--- src/rtl/srt_pkg.sv ---
package srt_pkg;
  typedef struct packed {
    logic allocEn;
    logic bumpEn;
    logic relIncEn;
    logic relRelEn;
    logic restoreEn;
    logic saveEn;
    logic pendRelEn;
  } srtStrobe_t;
endpackage

--- src/rtl/srt_control.sv ---
module srt_control
  import srt_pkg::*;
#(
  parameter int NUM_ENTRIES = 32,
  parameter int IDX_W = $clog2(NUM_ENTRIES)
) (
  input  logic                   refValid,
  input  logic                   relValid,
  input  logic                   ckSave,
  input  logic                   ckRestore,
  input  logic [NUM_ENTRIES-1:0] refHitVec,
  input  logic [NUM_ENTRIES-1:0] relHitVec,
  input  logic [NUM_ENTRIES-1:0] freeVec,
  input  logic [NUM_ENTRIES-1:0] refMaxVec,
  input  logic [NUM_ENTRIES-1:0] eqVec,
  input  logic [NUM_ENTRIES-1:0] pendVec,
  output srtStrobe_t             strb,
  output logic [IDX_W-1:0]       allocIdx,
  output logic [IDX_W-1:0]       refIdx,
  output logic [IDX_W-1:0]       relIdx,
  output logic [IDX_W-1:0]       pendIdx,
  output logic                   refAccept,
  output logic                   relFree,
  output logic                   recFreeValid
);
  logic refHit, relHit, anyFree, relEq, refSat;

  // lowest-index encoders
  always_comb begin
    allocIdx = '0;
    refIdx   = '0;
    relIdx   = '0;
    pendIdx  = '0;
    for (int i = NUM_ENTRIES - 1; i >= 0; i--) begin
      if (freeVec[i])   allocIdx = IDX_W'(i);
      if (refHitVec[i]) refIdx   = IDX_W'(i);
      if (relHitVec[i]) relIdx   = IDX_W'(i);
      if (pendVec[i])   pendIdx  = IDX_W'(i);
    end
  end

  assign refHit       = |refHitVec;
  assign relHit       = |relHitVec;
  assign anyFree      = |freeVec;
  assign relEq        = eqVec[relIdx];
  assign refSat       = refMaxVec[refIdx];
  assign recFreeValid = |pendVec;

  always_comb begin
    strb           = '0;
    strb.restoreEn = ckRestore;
    strb.saveEn    = ckSave;
    strb.pendRelEn = recFreeValid;
    if (!ckRestore) begin
      strb.relRelEn = relValid && relHit && relEq;
      strb.relIncEn = relValid && relHit && !relEq;
      strb.allocEn  = refValid && !refHit && anyFree;
      strb.bumpEn   = refValid && refHit && !refSat &&
                      !(strb.relRelEn && (relIdx == refIdx));
    end
  end

  assign refAccept = strb.allocEn || strb.bumpEn;
  assign relFree   = !ckRestore && relValid && (!relHit || relEq);
endmodule

--- src/rtl/srt_datapath.sv ---
module srt_datapath
  import srt_pkg::*;
#(
  parameter int NUM_ENTRIES = 32,
  parameter int CNT_W       = 3,
  parameter int PREG_W      = 8,
  parameter int NUM_CKPT    = 4,
  parameter int IDX_W       = $clog2(NUM_ENTRIES),
  parameter int CKPT_W      = $clog2(NUM_CKPT)
) (
  input  logic                   clk,
  input  logic                   rst_n,
  input  srtStrobe_t             strb,
  input  logic [IDX_W-1:0]       allocIdx,
  input  logic [IDX_W-1:0]       refIdx,
  input  logic [IDX_W-1:0]       relIdx,
  input  logic [IDX_W-1:0]       pendIdx,
  input  logic [PREG_W-1:0]      refPreg,
  input  logic [PREG_W-1:0]      relPreg,
  input  logic [CKPT_W-1:0]      ckSaveId,
  input  logic [CKPT_W-1:0]      ckRestoreId,
  output logic [NUM_ENTRIES-1:0] refHitVec,
  output logic [NUM_ENTRIES-1:0] relHitVec,
  output logic [NUM_ENTRIES-1:0] freeVec,
  output logic [NUM_ENTRIES-1:0] refMaxVec,
  output logic [NUM_ENTRIES-1:0] eqVec,
  output logic [NUM_ENTRIES-1:0] pendVec,
  output logic [PREG_W-1:0]      recFreePreg
);
  logic [NUM_ENTRIES-1:0] valid, pend, freeNow;
  logic [PREG_W-1:0]      tag    [NUM_ENTRIES];
  logic [CNT_W-1:0]       refCnt [NUM_ENTRIES];
  logic [CNT_W-1:0]       comCnt [NUM_ENTRIES];
  logic [CNT_W-1:0]       ckRef  [NUM_CKPT][NUM_ENTRIES];

  assign freeVec     = ~valid & ~pend;
  assign pendVec     = pend;
  assign recFreePreg = tag[pendIdx];

  for (genvar e = 0; e < NUM_ENTRIES; e++) begin : g_entry
    logic [CNT_W-1:0] rstRef;
    logic             rstDrop, rstQuiet;

    assign refHitVec[e] = valid[e] && (tag[e] == refPreg);
    assign relHitVec[e] = valid[e] && (tag[e] == relPreg);
    assign eqVec[e]     = ~|(refCnt[e] ^ comCnt[e]);
    assign refMaxVec[e] = &refCnt[e];
    assign rstRef       = ckRef[ckRestoreId][e];
    assign rstDrop      = strb.restoreEn && valid[e] && (comCnt[e] > rstRef);
    assign rstQuiet     = strb.restoreEn && valid[e] && (rstRef == '0) && (comCnt[e] == '0);
    assign freeNow[e]   = rstDrop || rstQuiet ||
                          (strb.relRelEn && (relIdx == IDX_W'(e)));

    always_ff @(posedge clk) begin
      if (!rst_n) begin
        valid[e]  <= 1'b0;
        pend[e]   <= 1'b0;
        tag[e]    <= '0;
        refCnt[e] <= '0;
        comCnt[e] <= '0;
      end else begin
        if (strb.pendRelEn && (pendIdx == IDX_W'(e))) pend[e] <= 1'b0;
        if (strb.restoreEn) begin
          if (rstDrop) begin
            valid[e]  <= 1'b0;
            pend[e]   <= 1'b1;
            refCnt[e] <= '0;
            comCnt[e] <= '0;
          end else if (rstQuiet) begin
            valid[e]  <= 1'b0;
            refCnt[e] <= '0;
          end else if (valid[e]) begin
            refCnt[e] <= rstRef;
          end
        end else begin
          if (strb.allocEn && (allocIdx == IDX_W'(e))) begin
            valid[e]  <= 1'b1;
            tag[e]    <= refPreg;
            refCnt[e] <= CNT_W'(1);
            comCnt[e] <= '0;
          end
          if (strb.bumpEn && (refIdx == IDX_W'(e)))
            refCnt[e] <= refCnt[e] + CNT_W'(1);
          if (strb.relIncEn && (relIdx == IDX_W'(e)))
            comCnt[e] <= comCnt[e] + CNT_W'(1);
          if (strb.relRelEn && (relIdx == IDX_W'(e))) begin
            valid[e]  <= 1'b0;
            refCnt[e] <= '0;
            comCnt[e] <= '0;
          end
        end
      end
    end

    for (genvar c = 0; c < NUM_CKPT; c++) begin : g_ckpt
      always_ff @(posedge clk) begin
        if (!rst_n)
          ckRef[c][e] <= '0;
        else if (freeNow[e])
          ckRef[c][e] <= '0;
        else if (strb.saveEn && (ckSaveId == CKPT_W'(c)))
          ckRef[c][e] <= refCnt[e];
      end
    end
  end
endmodule

--- src/rtl/shared_reg_tracker.sv ---
module shared_reg_tracker
  import srt_pkg::*;
#(
  parameter int NUM_ENTRIES = 32,
  parameter int CNT_W       = 3,
  parameter int PREG_W      = 8,
  parameter int NUM_CKPT    = 4,
  localparam int IDX_W      = $clog2(NUM_ENTRIES),
  localparam int CKPT_W     = $clog2(NUM_CKPT)
) (
  input  logic              clk,
  input  logic              rst_n,
  input  logic              refValid,
  input  logic [PREG_W-1:0] refPreg,
  output logic              refAccept,
  input  logic              relValid,
  input  logic [PREG_W-1:0] relPreg,
  output logic              relFree,
  input  logic              ckSave,
  input  logic [CKPT_W-1:0] ckSaveId,
  input  logic              ckRestore,
  input  logic [CKPT_W-1:0] ckRestoreId,
  output logic              recFreeValid,
  output logic [PREG_W-1:0] recFreePreg
);
  srtStrobe_t             strb;
  logic [IDX_W-1:0]       allocIdx, refIdx, relIdx, pendIdx;
  logic [NUM_ENTRIES-1:0] refHitVec, relHitVec, freeVec, refMaxVec, eqVec, pendVec;

  srt_control #(.NUM_ENTRIES(NUM_ENTRIES), .IDX_W(IDX_W)) u_ctrl (
    .refValid(refValid), .relValid(relValid), .ckSave(ckSave), .ckRestore(ckRestore),
    .refHitVec(refHitVec), .relHitVec(relHitVec), .freeVec(freeVec),
    .refMaxVec(refMaxVec), .eqVec(eqVec), .pendVec(pendVec),
    .strb(strb), .allocIdx(allocIdx), .refIdx(refIdx), .relIdx(relIdx),
    .pendIdx(pendIdx), .refAccept(refAccept), .relFree(relFree),
    .recFreeValid(recFreeValid)
  );

  srt_datapath #(
    .NUM_ENTRIES(NUM_ENTRIES), .CNT_W(CNT_W), .PREG_W(PREG_W),
    .NUM_CKPT(NUM_CKPT), .IDX_W(IDX_W), .CKPT_W(CKPT_W)
  ) u_dp (
    .clk(clk), .rst_n(rst_n), .strb(strb),
    .allocIdx(allocIdx), .refIdx(refIdx), .relIdx(relIdx), .pendIdx(pendIdx),
    .refPreg(refPreg), .relPreg(relPreg),
    .ckSaveId(ckSaveId), .ckRestoreId(ckRestoreId),
    .refHitVec(refHitVec), .relHitVec(relHitVec), .freeVec(freeVec),
    .refMaxVec(refMaxVec), .eqVec(eqVec), .pendVec(pendVec),
    .recFreePreg(recFreePreg)
  );
endmodule

--- config.mk ---
export PLATFORM = sky130hd
export DESIGN_NAME = shared_reg_tracker
export DESIGN_NICKNAME = d
export VERILOG_FILES = /design/src/rtl/srt_pkg.sv /design/src/rtl/srt_control.sv /design/src/rtl/srt_datapath.sv /design/src/rtl/shared_reg_tracker.sv
export SDC_FILE = /design/constraint.sdc
export NUM_CORES = 2
export LEC_CHECK = 0
export BUFFER_PORTS_ARGS = -buffer_cell sky130_fd_sc_hd__buf_4
export CORE_MARGIN = 10
export CORE_UTILIZATION = 55
export CTS_BUF_LIST = sky130_fd_sc_hd__clkbuf_4 sky130_fd_sc_hd__clkbuf_8
export CTS_CLUSTER_SIZE = 10
export DETAILED_ROUTE_END_ITERATION = 6
export GPL_TIMING_DRIVEN = 1
export PLACE_DENSITY_LB_ADDON = 0.25
export SLEW_MARGIN = 25
export SYNTH_ARGS = -nofsm -noshare
export SYNTH_HDL_FRONTEND = slang
export SYNTH_SLANG_ARGS = --single-unit
--- constraint.sdc ---
create_clock -name clk -period 7.11 [get_ports clk]
set_input_delay 1.422 -clock clk [delete_from_list [all_inputs] [get_ports clk]]
set_output_delay 1.422 -clock clk [all_outputs]
set_load 0.02 [all_outputs]
Word level (Yosys, flattened, before mapping)
Memories as Yosys holds them, arrays and structs flattened.
Index checks and enable logic that the tools add are counted.

word-level totals
  word-level logic and storage cells = 4,179
  output and inout bits = 11
  memories = 4
  flip-flop bits (word level) = 64
  bits of input ports = 26
  memory bits (writable) = 832

memory list
  name         depth  width  read ports  clocked after memory_dff  wr ports  RTL line            RTL
  u_dp.ckRef   4      96     1           0                         4         srt_datapath.sv:34  logic [CNT_W-1:0] ckRef [NUM_CKPT][NUM_ENTRIES];
  u_dp.tag     32     8      33          0                         32        srt_datapath.sv:31  logic [PREG_W-1:0] tag [NUM_ENTRIES];
  u_dp.comCnt  32     3      32          0                         32        srt_datapath.sv:33  logic [CNT_W-1:0] comCnt [NUM_ENTRIES];
  u_dp.refCnt  32     3      32          0                         32        srt_datapath.sv:32  logic [CNT_W-1:0] refCnt [NUM_ENTRIES];

cells by class
  eq/ne operators = 224
  bitwise logic cells = 643
  multiplexer cells = 2,474
  $add $sub $neg = 64
  reduce and logical (&&, ||, !) cells = 672
  order comparisons = 34

operators with widths
  operator                                        number
  two-way mux 1 bit                               1,735
  two-way mux 3 bit                               576
  two-way mux 5 bit                               128
  bitwise OR 1 bit                                608
  == test 8 bit                                   64
  logical AND 1 bit                               367
  == test 5 bit (second input constant)           64
  two-way mux 8 bit                               32
  adder 3 x 1 -> 3 bit (second input constant)    64
  zero test 3 bit                                 64
  == test 5 x 4 -> 1 bit (second input constant)  32
  OR reduction 32 bit                             4
  greater-than comparator 3 bit                   32
  != test 3 x 1 -> 1 bit (second input constant)  32
  AND reduction 3 bit                             32
  nonzero test 3 bit                              32
  OR reduction 3 bit                              32
  bitwise XOR 3 bit                               32
  == test 5 x 3 -> 1 bit (second input constant)  16
  logical OR 1 bit                                66
  NOT 32 bit                                      2
  AND reduction 2 bit                             32
  == test 5 x 2 -> 1 bit (second input constant)  8
  zero test 1 bit                                 38
  10 further kinds                                19

Logic depth before layout (Yosys ltp)
An unclocked memory read counts as a cell.

  word-level depth = 50
  depth in mapped cells = 22
  gate-level depth less buffers = 14

Hierarchy
Synthesis repeated with hierarchy kept, for this count alone.

second synthesis, totals
  cells, all modules = 5,107
  area total of the unflattened synthesis = 56,640.6 um2

modules (own cells, without submodules)
  module        times used  area an instance (um2)  seq. area each (um2)  cells each
  srt_datapath  1           54,242.0                26,265.2              4,711
  srt_control   1           2,398.6                 0.0                   396

Least setup slack after synthesis
OpenSTA, ideal clock, no wires.

  path kind = input to output
  start point = input port relPreg[5]
  end point = output port relFree
  data required time = 5,688 ps
  arrival time = 5,226 ps
  stages on the path = 16
  buffers on the path = 4
  path slack = 462 ps
  cell sequence = buf_6 > buf_6 > xor2_1 > nor4_1 > nand4_1 > a2111oi_0 > o21ai_1 > a311o_1 > buf_4 > o211ai_1 > o221ai_1 > a2111o_1 > or3_4 > and2_1 > buf_6 > a21boi_0

between the ends
  word-level cells in the longest chain between the ends = 38
  elaborated cells between the ends (all ways) = 102
  those cells by class = eq/ne: 32; mux: 34; reduce/logical: 36

RTL lines
  item                                     RTL line                  RTL
  start, declared                          shared_reg_tracker.sv:17  input logic [PREG_W-1:0] relPreg,
  == test 8 bit                            srt_datapath.sv:45        assign relHitVec[e] = valid[e] && (tag[e] == relPreg);
  logical AND 1 bit                        srt_datapath.sv:45
  two-way mux 5 bit (32 in a row)          srt_control.sv:37         if (relHitVec[i]) relIdx = IDX_W'(i);
  binary-select mux 1 bit (select 5 bit)   srt_control.sv:45         assign relEq = eqVec[relIdx];
  two-way mux 1 bit (implied by the code)  srt_control.sv:45
  logical OR 1 bit (*)                     srt_control.sv:64         assign relFree = !ckRestore && relValid && (!relHit || relEq);
  logical AND 1 bit (*)                    srt_control.sv:64
  end, declared                            shared_reg_tracker.sv:18  output logic relFree,

Every way passes the cells marked *; elsewhere a longest branch is shown, timed or not. The select of a mux whose other input is x is not followed.

Final worst setup path
  start point = register u_dp.pend[31], in the netlist u_dp.pendVec[31]
  end point = output port recFreePreg[5]

between the ends
  word-level cells in the longest chain between the ends = 33

RTL lines
  item                             RTL line                  RTL
  start, declared                  srt_datapath.sv:30        logic [NUM_ENTRIES-1:0] valid, pend, freeNow;
  start signal, assigned by index  srt_datapath.sv:57        pend[e] <= 1'b0;
  start signal, assigned by index  srt_datapath.sv:62        if (strb.pendRelEn && (pendIdx == IDX_W'(e))) pend[e] <= 1'b0;
  start signal, assigned by index  srt_datapath.sv:66        pend[e] <= 1'b1;
  two-way mux 5 bit (32 in a row)  srt_control.sv:38         if (pendVec[i]) pendIdx = IDX_W'(i);
  memory read (32 x 8 bit)         -
  end, declared                    shared_reg_tracker.sv:24  output logic [PREG_W-1:0] recFreePreg

No other way between the ends.

==> results.toml <==
[placement]
hpwlAfterDp_mm = 156
placed_cell_area_um2 = 60100
portBuffers = 36
place.gp.congestion = 1.05

[clocking]
h-tree-depth = 4
tritoncts = "yes"
ctsHoldBuffers = 0
clock_sinks = 896
cts_buffers = 156
ctsRootBufferMaster = "clkbuf_8"
cts_max_path_buffers = 3
clkSlewWorstSetupHoldPaths_ns = 0.06
clk-insertion-delay-late_ns = 0.90

[logic_synthesis]
yosys.area_share.simple_pct = 19.5
ys_ff_latch = 896
synth_fp_nets = 5631
yosysSeqAreaShare_pct = 46.9
syn_area_um2 = 56000
synthAdderAreaFrac_pct = 5.01
synthArstFlopShare_pct = 0
synthMuxAreaShare_pct = 4.26
synth-main-ff-cell = "edfxtp_1"
synth_edf_count = 832
ys_types = 97
netlist.area_leader.share_pct = 44.6
syn_avg_cell_area_um2 = 10.4
netlist_instances = 5381
ys.warnings.count = 0
synth_compound_area_share_pct = 9.93
synth_top_family_by_area = "simple AND/OR/NAND/NOR gates"
synth-xor-area-share_pct = 10.1
yosys-top-cells-area = "edfxtp_1, xnor2_1, ha_1"
synth_area_leader_cell = "edfxtp_1"

[routing]
drc_errors = 1
wire_per_inst_um = 29.2
avgViaCountPerCell = 6.60
ant_nets = 0
routed_wl_mm = 210
vias = 47500
dr.pass1.iters = 7
drtIter0Drc = 6668

[critical_path]
cpPeakStageDelay_ns = 0.62
startpoint = "u_dp.pendVec[31]$_SDFF_PN0_"
cp_cell_sequence = "nor2_1, o31ai_1, a211oi_1, o31ai_1, a211oi_1, o31ai_1, a211o_1, a211oi_1, buf_4, o21ai_2, nand2_1, a31oi_1, o21ai_0, nor3_1, a22oi_1, buf_4"
critical_path_required_ns = 5.69
cp_slowest_cell = "nand2_1"
cp-start-kind = "flop"
cp_max_fo = 19
endpoint_kind = "primary output"
path_class = "reg2out"
r2r_slack_ns = 1.40
r2r_start = "u_dp.tag[9][0]$_SDFFCE_PN0P_"
worstPathArrival_ns = 5.73

[global_routing]
grt.met1_usage_pct = 46.0
grt_pass1_wl_mm = 305
grt_use_met3_pct = 8.48
met2_usage_pct = 53.8
grt_usage_pct = 35.4
grt_overflow = 0
busiest_layer = "met2"
grt_pass1_vias = 46000
antenna_found_initial = 11
grt_start_max_net_pins = 76

[sta]
fmax_ghz = 0.140
timing.final.crit_share_pct = 101
slew_headroom_pct = 15.3
slew_violations = 0
tightest_slew_ns = 1.26
worst_slack_ns = -0.0378
tns_ns = -0.0461
hold_violations = 0
finalSetupViolCount = 2
finClkSkew_ns = 0.0511
period_needed_ns = 7.15

[floorplanning]
dieHeight_um = 339
ioPinCount = 37
start_util_pct = 55.6
dieArea_um2 = 115000
fp.coreArea_um2 = 101000
die_w_um = 339
rows = 116

[finish]
stdcell_area_um2 = 63900
layout-drive-gt1-share_pct = 16.9
nets = 5957
final_util_pct = 63.6
syn_to_final_growth_pct = 14.3

[hold_path]
hold_class = "reg2reg"
min_from = "u_dp.pendVec[28]$_SDFF_PN0_"

[pwr]
p_int_uw = 9360
p_per_area_nw_per_um2 = 200
p_seq_share_pct = 48.9
p_total_uw = 12800
sw_frac_of_total_pct = 26.8
clock_power_share_pct = 39.9
combPwrFrac_pct = 11.2
p_switching_uw = 3430
ir_drop_uv = 172
p_leak_uw = 0.0249

[outcome]
status = "complete, but fails checks"
failed_checks = "design-rule violations, negative setup slack"

[run]
maxCapViolations = 0
sequential cells by signal (all words and copies together) (netlist names):
name and count:
u_dp.ckRef 384, u_dp.valid 32, u_dp.refCnt 96, u_dp.tag 256
u_dp.comCnt 96, u_dp.pendVec 32
final timing paths:
check | end | cells after the start
setup / recovery | recFreePreg[5] | 16
hold / removal | u_dp.pendVec[28]$_SDFF_PN0_ | 2
setup reg to reg | u_dp.refCnt[1][13]$_SDFFCE_PP0P_ | 18
hold reg to reg | u_dp.pendVec[28]$_SDFF_PN0_ | 2
power groups by stage:
stage / clock network (uW) / logic [uW] / registers, uW
5_1_grt: 5370 / 1540 / 6260
3_3_place_gp: 0 / 1350 / 6330
3_5_place_dp: 0 / 1380 / 6340
2_1_floorplan: 0 / 947 / 6240
4_1_cts: 5130 / 1400 / 6230
6_report: 5110 / 1430 / 6250
final cells by class:
| cell class | count | area (um^2) |
|---|---|---|
| fillers | 8148 | 36600 |
| multi-input cells | 3940 | 27800 |
| flip-flops and latches | 896 | 26300 |
| repair buffers | 489 | 4060 |
| clock buffers | 216 | 2650 |
| well taps | 1357 | 1700 |
| inverters | 224 | 841 |
| clock inverters | 69 | 639 |
| diodes | 4 | 10.0 |
synth_stat cells, types with 20 or more instances:
| cell type | number |
|---|---|
| a21o_1 | 24 |
| nor2_1 | 341 |
| dfxtp_1 | 64 |
| nor4_1 | 50 |
| and3_1 | 325 |
| mux4_2 | 96 |
| nand3_1 | 148 |
| nand4_1 | 87 |
| clkbuf_1 | 207 |
| o22ai_1 | 32 |
| and2_1 | 268 |
| nor3_1 | 227 |
| xnor2_1 | 502 |
| o221ai_1 | 24 |
| a311oi_1 | 20 |
| inv_1 | 222 |
| a31oi_1 | 93 |
| nor2b_1 | 28 |
| o31ai_1 | 31 |
| a22o_1 | 31 |
| or3_1 | 24 |
| edfxtp_1 | 832 |
| xor2_1 | 142 |
| a21oi_1 | 151 |
| buf_2 | 33 |
| a211oi_1 | 27 |
| buf_4 | 34 |
| nand2_1 | 495 |
| buf_6 | 23 |
| buf_1 | 23 |
| o21ai_0 | 209 |
| o21a_1 | 30 |
| ha_1 | 224 |
repair_timing:
action,in CTS,in global routing
endpoints found under the hold margin,0,0
pin swaps,6,13
gates cloned,1,0
endpoints found under the setup margin,2,2
buffers inserted,5,4
resized for setup,22,55
worst max-delay path, delay by kind of cell (launching register included):
kind / cells / cell delay, ns
AOI/OAI and AO/OA: 11 / 2.77
DFF: 1 / 0.43
and+or+nand+nor: 3 / 1.21
buffers and inverters: 2 / 0.41
metal layers:
| metal | share of wire (%) | up-vias |
|---|---|---|
| li1 | - | 20300 |
| met1 | 37 | 23000 |
| met2 | 44 | 3294 |
| met3 | 12 | 782 |
| met4 | 6.7 | 14 |
| met5 | 0.049 | - |
cell families (layout without fill, tap and decap cells):
group | Yosys count | in the layout
muxes | 118 | 118
other | 0 | 4
AOI/OAI and AO/OA | 838 | 838
and+or+nand+nor | 2116 | 2116
DFF | 896 | 896
adders and majority gates | 224 | 224
buffers and inverters | 545 | 998
xor gates and xnor gates | 644 | 644
metrics by stage:
step	worst slack [ns]	hold WS [ns]	std cells
5_1_grt	-0.160	0.571	7192
3_3_place_gp	-0.362	0.518	6895
4_1_cts	0.00646	0.542	7187
3_5_place_dp	-0.396	0.534	6896
2_1_floorplan	0.462	0.484	5381
6_report	-0.0378	0.549	7195
cells in the final DEF, fill, tap and decap left out, types with 16 or more instances in the layout:
cell and n:
buf_12 25, a21oi_1 148, ha_1 224, clkbuf_8 165
nand2_1 489, or3_1 24, and2_1 264, edfxtp_1 832
xor2_1 142, clkbuf_4 51, a211oi_1 24, o41ai_1 18
nor4_1 39, nand4_1 87, o21ai_0 198, o211ai_1 19
o21a_1 30, dfxtp_1 64, a311oi_1 16, a31oi_1 92
o22ai_1 32, nor2b_1 27, nor3_1 209, and3_1 324
a21boi_1 17, mux4_2 96, mux2i_1 16, clkinv_2 24
clkinv_1 22, o31ai_1 30, xnor2_1 502, o221ai_1 24
nor3_2 18, inv_1 222, buf_4 450, nand3_1 147
nor2_1 333, a22o_1 31, a21o_1 24
(Power assumes the default switching activity.)
